File: src/rtl/adc_serial_pkg.sv
package adc_serial_pkg;
  typedef enum logic [1:0] {
    PM_ACTIVE = 2'b00,
    PM_NAP    = 2'b01,
    PM_SLEEP  = 2'b10
  } pmode_t;

  localparam int FRAME_LEN = 16;

  function automatic logic [15:0] build_frame(input logic [13:0] aligned);
    return {2'b00, aligned};
  endfunction

  function automatic logic pick_bit(input logic [15:0] frame, input logic [3:0] pos);
    return frame[4'd15 - pos];
  endfunction

  function automatic logic [2:0] sat_inc(input logic [2:0] n);
    return (n >= 3'd4) ? 3'd4 : n + 3'd1;
  endfunction
endpackage

File: src/rtl/pin_sampler.sv
module pin_sampler #(
  parameter int N = 2
) (
  input  logic         clk,
  input  logic         rst_n,
  input  logic [N-1:0] pins_i,
  output logic [N-1:0] prev_o
);
  for (genvar g = 0; g < N; g++) begin : g_pin
    always_ff @(posedge clk or negedge rst_n) begin
      if (!rst_n) prev_o[g] <= 1'b0;
      else        prev_o[g] <= pins_i[g];
    end
  end
endmodule

File: src/rtl/power_ctl.sv
module power_ctl
  import adc_serial_pkg::*;
#(
  parameter int TIMEOUT = 64
) (
  input  logic   clk,
  input  logic   rst_n,
  input  logic   conv_rise,
  input  logic   sck_rise,
  input  logic   sck_edge,
  output pmode_t mode_o,
  output logic   start_o,
  output logic   drop_o
);
  localparam int IDLE_W = $clog2(TIMEOUT + 1);

  logic [2:0]        pcnt_q;
  logic [IDLE_W-1:0] idle_q;
  logic              decide_w, nap_go, sleep_go;

  assign decide_w = (mode_o == PM_ACTIVE) && !sck_edge && !conv_rise &&
                    (pcnt_q >= 3'd2) && (idle_q == IDLE_W'(TIMEOUT - 1));
  assign nap_go   = decide_w && (pcnt_q == 3'd2);
  assign sleep_go = decide_w && (pcnt_q == 3'd4);
  assign start_o  = conv_rise && (mode_o == PM_ACTIVE);
  assign drop_o   = nap_go || sleep_go;

  always_ff @(posedge clk or negedge rst_n) begin
    if (!rst_n) begin
      mode_o <= PM_ACTIVE;
      pcnt_q <= '0;
      idle_q <= '0;
    end else begin
      case (mode_o)
        PM_ACTIVE: begin
          if (sck_edge) begin
            pcnt_q <= '0;
            idle_q <= '0;
          end else if (conv_rise) begin
            pcnt_q <= sat_inc(pcnt_q);
            idle_q <= '0;
          end else if (decide_w) begin
            pcnt_q <= '0;
            idle_q <= '0;
            if (nap_go)        mode_o <= PM_NAP;
            else if (sleep_go) mode_o <= PM_SLEEP;
          end else if (pcnt_q >= 3'd2) begin
            idle_q <= idle_q + 1'b1;
          end
        end
        PM_NAP: if (sck_rise || conv_rise) mode_o <= PM_ACTIVE;
        PM_SLEEP: if (sck_rise) mode_o <= PM_ACTIVE;
        default: mode_o <= PM_ACTIVE;
      endcase
    end
  end

  AST_PCNT_SAT: assert property (@(posedge clk) disable iff (!rst_n)
    pcnt_q <= 3'd4);
  AST_NAP_RESUME: assert property (@(posedge clk) disable iff (!rst_n)
    (mode_o == PM_NAP && conv_rise) |=> mode_o == PM_ACTIVE);
  AST_WAKE_SCK: assert property (@(posedge clk) disable iff (!rst_n)
    (mode_o != PM_ACTIVE && sck_rise) |=> mode_o == PM_ACTIVE);
  AST_SLEEP_HOLD: assert property (@(posedge clk) disable iff (!rst_n)
    (mode_o == PM_SLEEP && conv_rise && !sck_rise) |=> mode_o == PM_SLEEP);
  AST_MODE_CODE: assert property (@(posedge clk) disable iff (!rst_n)
    mode_o != 2'b11);
endmodule

File: src/rtl/frame_shifter.sv
module frame_shifter
  import adc_serial_pkg::*;
#(
  parameter int RES_W = 14
) (
  input  logic             clk,
  input  logic             rst_n,
  input  logic             start_i,
  input  logic             sck_rise,
  input  logic             drop_i,
  input  logic [RES_W-1:0] sample_i,
  output logic             sdo_o,
  output logic             sdo_oe_o
);
  localparam int PAD = 14 - RES_W;

  logic [RES_W-1:0] cur_q, out_q;
  logic [3:0]       pos_q;
  logic             busy_q;
  logic [15:0]      frame_w;
  logic             last_bit_w;

  assign frame_w    = build_frame(14'(out_q) << PAD);
  assign last_bit_w = busy_q && sck_rise && (pos_q == 4'(FRAME_LEN - 1));
  assign sdo_oe_o   = busy_q;
  assign sdo_o      = busy_q && pick_bit(frame_w, pos_q);

  always_ff @(posedge clk or negedge rst_n) begin
    if (!rst_n) begin
      cur_q  <= '0;
      out_q  <= '0;
      pos_q  <= '0;
      busy_q <= 1'b0;
    end else if (drop_i) begin
      busy_q <= 1'b0;
    end else if (start_i) begin
      out_q  <= cur_q;
      cur_q  <= sample_i;
      pos_q  <= '0;
      busy_q <= 1'b1;
    end else if (busy_q && sck_rise) begin
      pos_q <= pos_q + 1'b1;
      if (last_bit_w) busy_q <= 1'b0;
    end
  end

  AST_LEAD_ZERO: assert property (@(posedge clk) disable iff (!rst_n)
    (sdo_oe_o && pos_q < 4'd2) |-> !sdo_o);
  AST_FRAME_END: assert property (@(posedge clk) disable iff (!rst_n)
    (last_bit_w && !start_i) |=> !sdo_oe_o);
  AST_START_DRIVE: assert property (@(posedge clk) disable iff (!rst_n)
    (start_i && !drop_i) |=> sdo_oe_o);
endmodule

File: src/rtl/adc_serial_ctl.sv
module adc_serial_ctl
  import adc_serial_pkg::*;
#(
  parameter int RES_W   = 14,
  parameter int TIMEOUT = 64
) (
  input  logic             clk,
  input  logic             rst_n,
  input  logic             conv_i,
  input  logic             sck_i,
  input  logic [RES_W-1:0] sample_i,
  output logic             sdo_o,
  output logic             sdo_oe_o,
  output logic [1:0]       mode_o
);
  logic [1:0] prev_w;
  logic       conv_rise, sck_rise, sck_edge;
  logic       start_w, drop_w;
  pmode_t     mode_w;

  pin_sampler #(.N(2)) u_pins (
    .clk(clk), .rst_n(rst_n), .pins_i({sck_i, conv_i}), .prev_o(prev_w)
  );

  assign conv_rise = conv_i & ~prev_w[0];
  assign sck_rise  = sck_i & ~prev_w[1];
  assign sck_edge  = sck_i ^ prev_w[1];

  power_ctl #(.TIMEOUT(TIMEOUT)) u_pwr (
    .clk(clk), .rst_n(rst_n), .conv_rise(conv_rise), .sck_rise(sck_rise),
    .sck_edge(sck_edge), .mode_o(mode_w), .start_o(start_w), .drop_o(drop_w)
  );

  frame_shifter #(.RES_W(RES_W)) u_shift (
    .clk(clk), .rst_n(rst_n), .start_i(start_w), .sck_rise(sck_rise),
    .drop_i(drop_w), .sample_i(sample_i), .sdo_o(sdo_o), .sdo_oe_o(sdo_oe_o)
  );

  assign mode_o = mode_w;

  AST_SLEEP_QUIET: assert property (@(posedge clk) disable iff (!rst_n)
    (mode_o == PM_SLEEP) |-> !sdo_oe_o);
  AST_NAP_QUIET: assert property (@(posedge clk) disable iff (!rst_n)
    (mode_o == PM_NAP) |-> !sdo_oe_o);
endmodule

File: config.mk
export PLATFORM = sky130hd
export DESIGN_NAME = adc_serial_ctl
export DESIGN_NICKNAME = d
export VERILOG_FILES = /design/src/rtl/adc_serial_pkg.sv /design/src/rtl/pin_sampler.sv /design/src/rtl/power_ctl.sv /design/src/rtl/frame_shifter.sv /design/src/rtl/adc_serial_ctl.sv
export SDC_FILE = /design/constraint.sdc
export NUM_CORES = 1
export LEC_CHECK = 0
export ABC_AREA = 1
export BUFFER_PORTS_ARGS = -buffer_cell sky130_fd_sc_hd__buf_2
export CAP_MARGIN = 0
export CORE_MARGIN = 2
export CORE_UTILIZATION = 42
export CTS_BUF_LIST = sky130_fd_sc_hd__clkbuf_8
export CTS_CLUSTER_SIZE = 24
export DETAILED_ROUTE_END_ITERATION = 10
export GPL_ROUTABILITY_DRIVEN = 0
export GPL_TIMING_DRIVEN = 0
export PLACE_DENSITY = 0.7
export SYNTH_ARGS = -nofsm -noshare
export SYNTH_HDL_FRONTEND = slang
export SYNTH_SLANG_ARGS = --single-unit
File: constraint.sdc
create_clock -name clk -period 3.8 [get_ports clk]
set_input_delay 0.57 -clock clk [delete_from_list [all_inputs] [get_ports clk]]
set_output_delay 0.57 -clock clk [all_outputs]
set_load 0.1 [all_outputs]
# After elaboration in Yosys (flattened, before gate mapping)
# Index checks and enable logic that the tools add are counted.
# totals
reg_bits	47
in_bits	18
out_inout_bits	4
word_cells	84
# op_classes
n_addsub	4
order_cmp	3
eq_ne	12
n_mux	24
bitwise	6
n_reduce_logical	26
# ops
cell	n
$mux 7	4
$mux 2	7
$mux 3	4
$logic_and 1x1->1	10
$reduce_and 2->1	5
$reduce_bool 3->1	3
$mux 4	2
$add 7x1->7 const B	1
$eq 7x6->1 const B	1
$ne 2x1->1 const B	3
$pmux 2 s3	1
$reduce_and 6->1	1
$lt 4x5->1 const B	1
$mux 1	5
$add 4x1->4 const B	1
$bmux 1 s4	1
$eq 4x4->1 const B	1
$ne 2x2->1 const B	2
$reduce_bool 4->1	1
$sub 4x4->4 const A	1
$add 3x1->3 const B	1
$eq 3x2->1 const B	1
$eq 3x3->1 const B	1
$ge 3x2->1 const B	1
11 further kinds	16

# Depth between registers and ports, before layout
# Gate-level depths: netlist of the first run.
# depth
ltp_word	13
ltp_mapped	10
mapped_depth_nobuf	9

# Hierarchy
# A second synthesis of the first run with hierarchy kept.
# hier_totals
hier_cells	284
area_unflattened_um2	2356.0
# by_module_without_submodules
mod	instances	cells_each	area_per_inst_um2	seq_area_each_um2
frame_shifter	1	166	1477.7	825.8
power_ctl	1	111	798.3	300.3
pin_sampler	1	2	50.0	50.0
adc_serial_ctl	1	5	30.0	0.0

# Least setup slack after synthesis of the first run
# No wires, ideal clock.
# synth_timing
path_kind	reg2out
from	reg u_shift.busy_q (netlist: u_shift.sdo_oe_o)
to	out sdo_o
t_arrival_ps	2321
required_ps	3230
slack_ps	909
path_stages_with_launch	3
cell_sequence	dfrtp_1 nand2_1 nor2_1
# synth_between
elab_chain_cells	1
# synth_rtl
item	line	rtl
start: declaration	frame_shifter.sv:19	logic busy_q;
start signal: assignment	frame_shifter.sv:33	busy_q <= 1'b0;
start signal: assignment	frame_shifter.sv:35	busy_q <= 1'b0;
start signal: assignment	frame_shifter.sv:40	busy_q <= 1'b1;
$logic_and 1x1->1	frame_shifter.sv:26	assign sdo_o = busy_q && pick_bit(frame_w, pos_q);
end: declaration	adc_serial_ctl.sv:12	output logic sdo_o,
# No other way between the ends.

# Final worst setup path of the first run
# layout_timing
from	reg u_shift.pos_q[1]
to	out sdo_o
# layout_between
elab_chain_cells	4
# layout_rtl
item	line	rtl
start: declaration	frame_shifter.sv:18	logic [3:0] pos_q;
start signal: assignment	frame_shifter.sv:42	pos_q <= pos_q + 1'b1;
$sub 4x4->4	adc_serial_pkg.sv:15	return frame[4'd15 - pos];
$bmux 1 s4	adc_serial_pkg.sv:15	
$mux 1 (implied by the code)	adc_serial_pkg.sv:15	
$logic_and 1x1->1	frame_shifter.sv:26	
# No other way between the ends. The select of a mux whose other input is x is not followed.

==> run_summary.xml, run 1 <==
<?xml version="1.0" encoding="UTF-8"?>
<metrics>
  <group name="sta">
    <metric name="setup_viol" unit="">0</metric>
    <metric name="max_freq" unit="MHz">395</metric>
    <metric name="report.final.hold_viol_count" unit="">0</metric>
    <metric name="tns" unit="ns">0</metric>
    <metric name="grt_setup_unrepaired" unit="">false</metric>
    <metric name="timing_max_transition_violations_final" unit="">0</metric>
    <metric name="worst_slew_margin_rel" unit="%">32.2</metric>
    <metric name="worst_pin_slew" unit="ns">1.02</metric>
    <metric name="final.period_utilization" unit="%">66.7</metric>
    <metric name="layout_min_cycle_time" unit="ns">2.53</metric>
    <metric name="skew" unit="ns">0.00700</metric>
    <metric name="holdWs" unit="ns">0.383</metric>
  </group>
  <group name="floorplanning">
    <metric name="die_h" unit="um">78.9</metric>
    <metric name="fp.dieArea" unit="um2">6220</metric>
    <metric name="std_cell_rows" unit="">27</metric>
    <metric name="design.portCount" unit="">22</metric>
    <metric name="die_x" unit="um">78.9</metric>
    <metric name="starting_density" unit="%">43.0</metric>
    <metric name="core_area" unit="um2">5470</metric>
  </group>
  <group name="finish">
    <metric name="post_route_cells_drive_above_1_share" unit="%">16.3</metric>
    <metric name="fillCellCount" unit="">566</metric>
    <metric name="num-nets-final" unit="">341</metric>
    <metric name="layout-area-overhead-vs-synth" unit="%">12.2</metric>
    <metric name="antenna_diode_instance_count" unit="">0</metric>
  </group>
  <group name="worst_setup_path">
    <metric name="critPathMaxFanout" unit="">8</metric>
    <metric name="crit_arrival" unit="ns">1.96</metric>
    <metric name="timing.critical_path.to_type" unit="">primary output</metric>
    <metric name="worst_ep_required_time" unit="ns">3.23</metric>
    <metric name="critPathLaunchType" unit="">flop</metric>
    <metric name="critical_path_class" unit="">flop to primary output</metric>
    <metric name="worst_r2r_startpoint" unit="">u_pins.prev_o[1]</metric>
    <metric name="timing.critical_path.from" unit="">u_shift.pos_q[1]</metric>
  </group>
  <group name="yosys">
    <metric name="ys_seq_elements" unit="">47</metric>
    <metric name="synthTopCellsByArea" unit="">dfrtp_1 50%, nand2_1 13%, inv_1 6.5%</metric>
    <metric name="post_synth_most_frequent_cells" unit="">84 x nand2_1, 47 x dfrtp_1, 41 x inv_1, 24 x o21ai_0, 21 x nand3_1</metric>
    <metric name="ys_types" unit="">28</metric>
    <metric name="synth_xor_area_share" unit="%">1.12</metric>
    <metric name="yosys-mux-area-fraction" unit="%">0</metric>
    <metric name="synth_sequential_area_ratio" unit="%">49.9</metric>
    <metric name="share_of_the_synthesized_area_in_the_top_cell_type" unit="%">49.9</metric>
    <metric name="synth_top_family_by_area" unit="">simple AND/OR/NAND/NOR gates</metric>
    <metric name="synthDominantAreaCellType" unit="">dfrtp_1</metric>
    <metric name="synth_simple_gate_area_share" unit="%">27.7</metric>
    <metric name="yosys_most_used_dff" unit="">dfrtp_1</metric>
    <metric name="synth_edf_count" unit="">0</metric>
    <metric name="synth.yosys.warnings" unit="">0</metric>
    <metric name="fraction_of_the_mapped_netlist_area_in_compound_gates" unit="%">9.25</metric>
    <metric name="post_synth_instance_area" unit="um2">2350</metric>
    <metric name="synth_async_sr_flop_share" unit="%">100</metric>
    <metric name="synthesis.nets" unit="">313</metric>
    <metric name="post_synth.cell_area_avg" unit="um2">8.12</metric>
    <metric name="syn-instance-count" unit="">290</metric>
    <metric name="yosysMostFrequentCell" unit="">nand2_1</metric>
    <metric name="synth-adder-area-share" unit="%">2.66</metric>
  </group>
  <group name="route">
    <metric name="top_layer_in_use" unit="">met4</metric>
    <metric name="drtIter0Drc" unit="">136</metric>
    <metric name="route.met3.wl" unit="um">131</metric>
    <metric name="detailedRoute.firstPassIterationCount" unit="">4</metric>
    <metric name="drc_errors" unit="">0</metric>
    <metric name="route.layer.met1.wl" unit="um">2210</metric>
    <metric name="average_vias_per_placed_instance" unit="">4.83</metric>
    <metric name="drt_wl_total" unit="um">4470</metric>
    <metric name="routed-via-count" unit="">1887</metric>
    <metric name="met2_wirelength" unit="um">2040</metric>
    <metric name="antenna_violating_nets_post_route" unit="">0</metric>
    <metric name="wl_per_cell" unit="um">11.4</metric>
  </group>
  <group name="outcome">
    <metric name="run_status" unit="">complete, no violations</metric>
  </group>
  <group name="clocking">
    <metric name="postCtsSetupRepairBufs" unit="">0</metric>
    <metric name="cts_tree" unit="">done</metric>
    <metric name="cts_max_path_buffers" unit="">2</metric>
    <metric name="h-tree-depth" unit="">2</metric>
    <metric name="cts_num_sinks" unit="">47</metric>
    <metric name="cts-resized-gates" unit="">0</metric>
    <metric name="clk-insertion-delay-late" unit="ns">0.31</metric>
    <metric name="clock-root-buffer" unit="">clkbuf_8</metric>
    <metric name="clock_slew_at_the_register_clock_pins_of_the_worst_setup_and_hold_paths" unit="ns">0.09</metric>
    <metric name="cts_bufs_inserted" unit="">5</metric>
    <metric name="post_cts_hold_buffer_count" unit="">0</metric>
  </group>
  <group name="run">
    <metric name="max_cap_viol_count" unit="">0</metric>
  </group>
  <group name="pwr">
    <metric name="power.static_leakage" unit="nW">1.35</metric>
    <metric name="p_sw" unit="mW">0.473</metric>
    <metric name="combinationalPowerShare" unit="%">28.7</metric>
    <metric name="sw_frac_of_total" unit="%">36.7</metric>
    <metric name="share_of_power_burned_in_the_clock_network" unit="%">24.1</metric>
    <metric name="p_int" unit="mW">0.816</metric>
    <metric name="power.density" unit="nW/um2">488</metric>
    <metric name="reg_power_share" unit="%">47.2</metric>
    <metric name="ir_drop" unit="V">0.000218</metric>
  </group>
  <group name="grt">
    <metric name="number_of_antenna_violations_at_the_first_check_in_global_routing" unit="">0</metric>
    <metric name="via_count_of_the_first_global_routing_pass" unit="">1850</metric>
    <metric name="grt_max_degree" unit="">48</metric>
    <metric name="grt_pass1_wl" unit="um">8110</metric>
    <metric name="grt_util_all_layers" unit="%">16.5</metric>
    <metric name="gr-total-overflow" unit="">0</metric>
  </group>
  <group name="place">
    <metric name="portBuffers" unit="">21</metric>
    <metric name="place.detailed.hpwl" unit="um">3230</metric>
  </group>
  <group name="min_path">
    <metric name="timing.hold.worst.start" unit="">sck_i</metric>
    <metric name="min_path_type" unit="">primary input to flop</metric>
  </group>
</metrics>
==> critical path, cell delays in order, from the launching register on <==
cell      delay [ns]
dfrtp_1         0.35
clkbuf_1        0.30
nand2_1         0.09
nor3_1          0.18
nor2_1          0.07
nand2_1         0.05
nand2_1         0.04
nor2_1          0.12
buf_2           0.44
==> through the flow <==
| stage | power [mW] | std cells | area [um2] | util (%) | setup WS, ns |
|---|---|---|---|---|---|
| after global placement | 0.977 | 383 | 2550 | 46.6 | 1.62 |
| after floorplan | 0.898 | 290 | 2350 | - | 0.909 |
| final | 1.29 | 391 | 2640 | 48.3 | 1.27 |
| after detailed placement | 0.990 | 383 | 2550 | 46.6 | 1.61 |
| after CTS | 1.30 | 391 | 2640 | 48.3 | 1.25 |
| after global routing | 1.38 | 391 | 2640 | 48.3 | 1.15 |
==> logic make-up (layout without fill, tap and decap cells) <==
kind of cell    after synthesis  count (layout)
xor+xnor                      3               3
flops                        47              47
compound gates               40              40
simple gates                142             142
fa+ha+maj                     5               5
buf+inv                      53              82
==> power groups by stage <==
stage / Sequential [mW] / Clock [mW] / Combinational (mW)
finish: 0.609 / 0.311 / 0.369
global route: 0.618 / 0.341 / 0.423
CTS: 0.609 / 0.320 / 0.374
detailed placement: 0.619 / 0 / 0.371
global placement: 0.616 / 0 / 0.360
floorplan: 0.609 / 0 / 0.289
==> worst paths after layout <==
path                                endpoint  slack (ns)  depth (start not counted)
min reg2reg                u_shift.out_q[13]        0.48                          2
min in group asynchronous   u_shift.cur_q[9]        0.42                          1
max in group asynchronous    u_pwr.mode_o[0]        2.74                          1
max reg2reg                  u_pwr.idle_q[1]        2.32                          9
max                                    sdo_o        1.27                          8
min                         u_pins.prev_o[1]        0.38                          1
==> metal layers <==
layer | global-route usage [%] | vias up
met5 | 0 | -
li1 | - | 968
met2 | 26.8 | 26
met3 | 3.41 | 6
met1 | 22.1 | 887
met4 | 5.69 | 0
==> registers in the layout (all words and copies together), names as in the netlist <==
signal            flops
u_pwr.pcnt_q          3
u_shift.sdo_oe_o      1
u_pwr.mode_o          2
u_shift.out_q        14
u_pwr.idle_q          7
u_pins.prev_o         2
u_shift.cur_q        14
u_shift.pos_q         4
==> cells in the final DEF, fill, tap and decap left out <==
| cell type | instances |
|---|---|
| dfrtp_1 | 47 |
| or2_2 | 1 |
| nand3b_1 | 1 |
| ha_1 | 5 |
| buf_4 | 1 |
| nor2_4 | 3 |
| inv_4 | 1 |
| nor2_1 | 19 |
| o21ai_0 | 24 |
| nor2_8 | 1 |
| o21ai_4 | 1 |
| inv_2 | 2 |
| clkinvlp_4 | 2 |
| inv_6 | 1 |
| nand2_1 | 84 |
| nand2_2 | 4 |
| buf_6 | 1 |
| o21ai_1 | 12 |
| nand2_4 | 1 |
| o32ai_1 | 1 |
| o211ai_1 | 1 |
| nor3_1 | 2 |
| nand4_4 | 1 |
| nand3_1 | 21 |
| clkbuf_1 | 1 |
| a21oi_1 | 1 |
| inv_1 | 41 |
| nand4_1 | 4 |
| buf_2 | 27 |
| xor2_1 | 3 |
| clkbuf_8 | 5 |
==> cell type report <==
cell class | instances | area (um2) | share of cell area (%)
sequential | 47 | 1180 | 44.5
multi-input combinational | 190 | 958 | 36.3
inverter | 44 | 168 | 6.34
tap | 72 | 90.1 | 3.41
buffer | 9 | 52.6 | 1.99
clock inverter | 3 | 23.8 | 0.900
timing repair buffer | 21 | 105 | 3.98
clock buffer | 5 | 68.8 | 2.60
Power figures use the tool's default switching activity.
==> run 2: changes to the inputs <==
Settings changed: ABC_AREA 1 to 0.
Clock period 3.8 ns to 2.65 ns, I/O delays scaled along.
==> run 2 against run 1 <==
Against the previous run: cell count down 28%; via count down 20%; sequential power up 47%; clock-buffer cell count unchanged; sequential cell count unchanged; first-iteration DRC count unchanged; register-to-register slack worse by 1.8 ns; synthesized area down 4.7%; synthesized cell count down 37%; combinational power down 25%; clock power up 39%; setup slack worse by 1.1 ns; largest cell class unchanged; highest routed layer unchanged.
==> run_summary.xml, run 2 <==
<?xml version="1.0" encoding="UTF-8"?>
<metrics>
  <group name="worst_setup_path">
    <metric name="cpLargestDelayFamily" unit="">multiplexers</metric>
    <metric name="critPathMaxFanout" unit="">8</metric>
    <metric name="cp_num_buf_inv" unit="">1</metric>
    <metric name="critical_path.slowest_cell" unit="">mux4_2</metric>
    <metric name="timing.critical_path.to_type" unit="">primary output</metric>
    <metric name="path_cells" unit="">mux4_2 -&gt; a221o_1 -&gt; nand2_1 -&gt; a31oi_2 -&gt; buf_2</metric>
    <metric name="crit_arrival" unit="ns">2.11</metric>
    <metric name="critPathLaunchType" unit="">flop</metric>
    <metric name="worst_path_largest_cell_delay" unit="ns">0.54</metric>
    <metric name="critical_path_class" unit="">flop to primary output</metric>
    <metric name="worst_ep_required_time" unit="ns">2.25</metric>
  </group>
  <group name="yosys">
    <metric name="fraction_of_the_mapped_netlist_area_in_compound_gates" unit="%">9.59</metric>
    <metric name="synth_simple_gate_area_share" unit="%">12.6</metric>
    <metric name="ys_types" unit="">44</metric>
    <metric name="synth_sequential_area_ratio" unit="%">52.4</metric>
    <metric name="post_synth.cell_area_avg" unit="um2">12.3</metric>
    <metric name="yosys_most_used_dff" unit="">dfrtp_1</metric>
    <metric name="synth-adder-area-share" unit="%">2.79</metric>
    <metric name="synth_top_family_by_area" unit="">multiplexers</metric>
    <metric name="yosysMostFrequentCell" unit="">dfrtp_1</metric>
    <metric name="yosys-mux-area-fraction" unit="%">19.0</metric>
    <metric name="synth_xor_area_share" unit="%">1.17</metric>
    <metric name="syn-instance-count" unit="">182</metric>
    <metric name="synth.yosys.warnings" unit="">0</metric>
    <metric name="synth_edf_count" unit="">0</metric>
    <metric name="ys_seq_elements" unit="">47</metric>
    <metric name="post_synth_most_frequent_cells" unit="">47 x dfrtp_1, 30 x mux2_2, 11 x nand2_1, 9 x nor2_1, 7 x inv_1</metric>
    <metric name="synthesis.nets" unit="">205</metric>
    <metric name="synthDominantAreaCellType" unit="">dfrtp_1</metric>
    <metric name="share_of_the_synthesized_area_in_the_top_cell_type" unit="%">52.4</metric>
    <metric name="post_synth_instance_area" unit="um2">2240</metric>
    <metric name="synthTopCellsByArea" unit="">dfrtp_1 52%, mux2_2 15%, mux4_2 3.0%</metric>
    <metric name="synth_async_sr_flop_share" unit="%">100</metric>
  </group>
  <group name="run">
    <metric name="max_cap_viol_count" unit="">0</metric>
  </group>
  <group name="grt">
    <metric name="grt_pass1_wl" unit="um">6820</metric>
    <metric name="grt_util_all_layers" unit="%">14.5</metric>
    <metric name="via_count_of_the_first_global_routing_pass" unit="">1477</metric>
    <metric name="gr-total-overflow" unit="">0</metric>
    <metric name="grt_max_degree" unit="">48</metric>
    <metric name="number_of_antenna_violations_at_the_first_check_in_global_routing" unit="">0</metric>
  </group>
  <group name="clocking">
    <metric name="cts_max_path_buffers" unit="">2</metric>
    <metric name="clock-root-buffer" unit="">clkbuf_8</metric>
    <metric name="cts_bufs_inserted" unit="">5</metric>
    <metric name="cts_tree" unit="">done</metric>
    <metric name="cts_num_sinks" unit="">47</metric>
    <metric name="h-tree-depth" unit="">2</metric>
    <metric name="clock_slew_at_the_register_clock_pins_of_the_worst_setup_and_hold_paths" unit="ns">0.08</metric>
    <metric name="postCtsSetupRepairBufs" unit="">0</metric>
    <metric name="clk-insertion-delay-late" unit="ns">0.30</metric>
  </group>
  <group name="finish">
    <metric name="final_design_area_no_fill" unit="um2">2530</metric>
    <metric name="layout_common_cells" unit="">46 x dfrtp_1, 30 x mux2_2, 24 x buf_2</metric>
    <metric name="post_route_cells_drive_above_1_share" unit="%">35.7</metric>
    <metric name="layout-area-overhead-vs-synth" unit="%">12.7</metric>
    <metric name="final-instance-count-excl-fill" unit="">280</metric>
    <metric name="num-nets-final" unit="">232</metric>
    <metric name="biggest_registers_after_layout" unit="">u_shift.cur_q: 14 flops, u_shift.out_q: 14 flops, u_pwr.idle_q: 7 flops</metric>
    <metric name="final_common_cell" unit="">dfrtp_1</metric>
    <metric name="antenna_diode_instance_count" unit="">0</metric>
  </group>
  <group name="outcome">
    <metric name="run_status" unit="">complete, no violations</metric>
  </group>
  <group name="sta">
    <metric name="final.period_utilization" unit="%">94.6</metric>
    <metric name="tns" unit="ns">0</metric>
    <metric name="worst_slew_margin_rel" unit="%">33.5</metric>
    <metric name="layout_min_cycle_time" unit="ns">2.51</metric>
    <metric name="report.final.hold_viol_count" unit="">0</metric>
    <metric name="skew" unit="ns">0.00599</metric>
    <metric name="worst_pin_slew" unit="ns">0.997</metric>
    <metric name="timing_max_transition_violations_final" unit="">0</metric>
    <metric name="grt_setup_unrepaired" unit="">false</metric>
    <metric name="setup_viol" unit="">0</metric>
    <metric name="max_freq" unit="MHz">399</metric>
    <metric name="holdWs" unit="ns">0.226</metric>
    <metric name="worst_slack" unit="ns">0.143</metric>
  </group>
  <group name="place">
    <metric name="placedCellCount" unit="">273</metric>
    <metric name="place.detailed.hpwl" unit="um">2830</metric>
    <metric name="cell_area_placed" unit="um2">2440</metric>
    <metric name="preCtsSetupSlack" unit="ns">0.165</metric>
    <metric name="portBuffers" unit="">21</metric>
  </group>
  <group name="route">
    <metric name="average_vias_per_placed_instance" unit="">5.41</metric>
    <metric name="drc_errors" unit="">0</metric>
    <metric name="detailedRoute.firstPassIterationCount" unit="">4</metric>
    <metric name="antenna_violating_nets_post_route" unit="">0</metric>
    <metric name="drtIter0Drc" unit="">136</metric>
    <metric name="routed-via-count" unit="">1516</metric>
    <metric name="drt_wl_total" unit="um">3900</metric>
    <metric name="wl_per_cell" unit="um">13.9</metric>
  </group>
  <group name="floorplanning">
    <metric name="die_x" unit="um">77.1</metric>
    <metric name="core_area" unit="um2">5140</metric>
    <metric name="starting_density" unit="%">43.7</metric>
    <metric name="design.portCount" unit="">22</metric>
    <metric name="die_h" unit="um">77.1</metric>
    <metric name="fp.dieArea" unit="um2">5950</metric>
    <metric name="std_cell_rows" unit="">26</metric>
  </group>
  <group name="pwr">
    <metric name="power.density" unit="nW/um2">633</metric>
    <metric name="power.static_leakage" unit="nW">1.08</metric>
    <metric name="ir_drop" unit="V">0.000265</metric>
  </group>
  <group name="min_path">
    <metric name="min_path_type" unit="">primary input to flop</metric>
  </group>
</metrics>
-- run 2: cell types whose count changed after synthesis, sizes merged, moves of 4 or more --
cell	previous run	this run
nand2	89	11
inv	44	7
o21ai	37	6
mux2	0	30
nand3	21	6
nor2	23	9
a311oi	0	5
buf	8	4
nand4	5	1
-- run 2: layout make-up --
class	instances	area, um2
well taps	70	87.6
flip-flops and latches	47	1180
plain buffers	5	26.3
clock inverters	3	20.0
clock buffers	5	68.8
inverters	7	26.3
repair buffers	21	105
multi-input cells	122	1020
fillers	480	2610
-- run 2: timing repair --
action	4_1_cts	5_1_grt
gates resized for setup	0	1
hold buffers	0	0
gates cloned	0	0
setup endpoints to repair	1	1
-- run 2: worst paths after layout --
path | startpoint | endpoint | depth (start not counted) | slack, ns
worst max register to register | u_pwr.mode_o[0] | u_shift.cur_q[2] | 3 | 0.50
min in group asynchronous | rst_n | u_shift.cur_q[4] | 1 | 0.25
worst min-delay path | sck_i | u_pins.prev_o[1] | 1 | 0.23
max in group asynchronous | rst_n | u_shift.pos_q[0] | 1 | 1.71
worst max-delay path | u_shift.pos_q[0] | sdo_o | 5 | 0.14
worst min register to register | u_shift.cur_q[10] | u_shift.cur_q[10] | 1 | 0.51
-- run 2: metal layers --
layer	part of all wire, %	vias to the layer above	track usage, %
li1	-	728	-
met1	50	754	20.0
met2	45	26	21.6
met3	2.9	8	2.82
met4	2.1	0	7.68
met5	0	-	0
-- run 2: cell families (layout without fill, tap and decap cells) --
logic type               count (synthesis)  count (layout)
AND/OR/NAND/NOR                         50              50
flip-flops                              47              47
multiplexers                            35              35
AO/OA/AOI/OAI                           29              29
buffers and inverters                   13              41
adder cells (fa/ha/maj)                  5               5
XOR/XNOR                                 3               3
-- run 2: stage by stage --
step / total power [mW] / utilization (%)
final: 1.60 / 49.2
after global routing: 1.69 / 49.2
after CTS: 1.62 / 49.2
after detailed placement: 1.19 / 47.5
after global placement: 1.18 / 47.5
after floorplan: 1.11 / -
-- run 2: power breakdown --
group | total (mW) | switching (mW) | internal (mW)
Combinational | 0.278 | 0.123 | 0.155
Sequential | 0.893 | 0.0709 | 0.823
Clock | 0.431 | 0.246 | 0.186
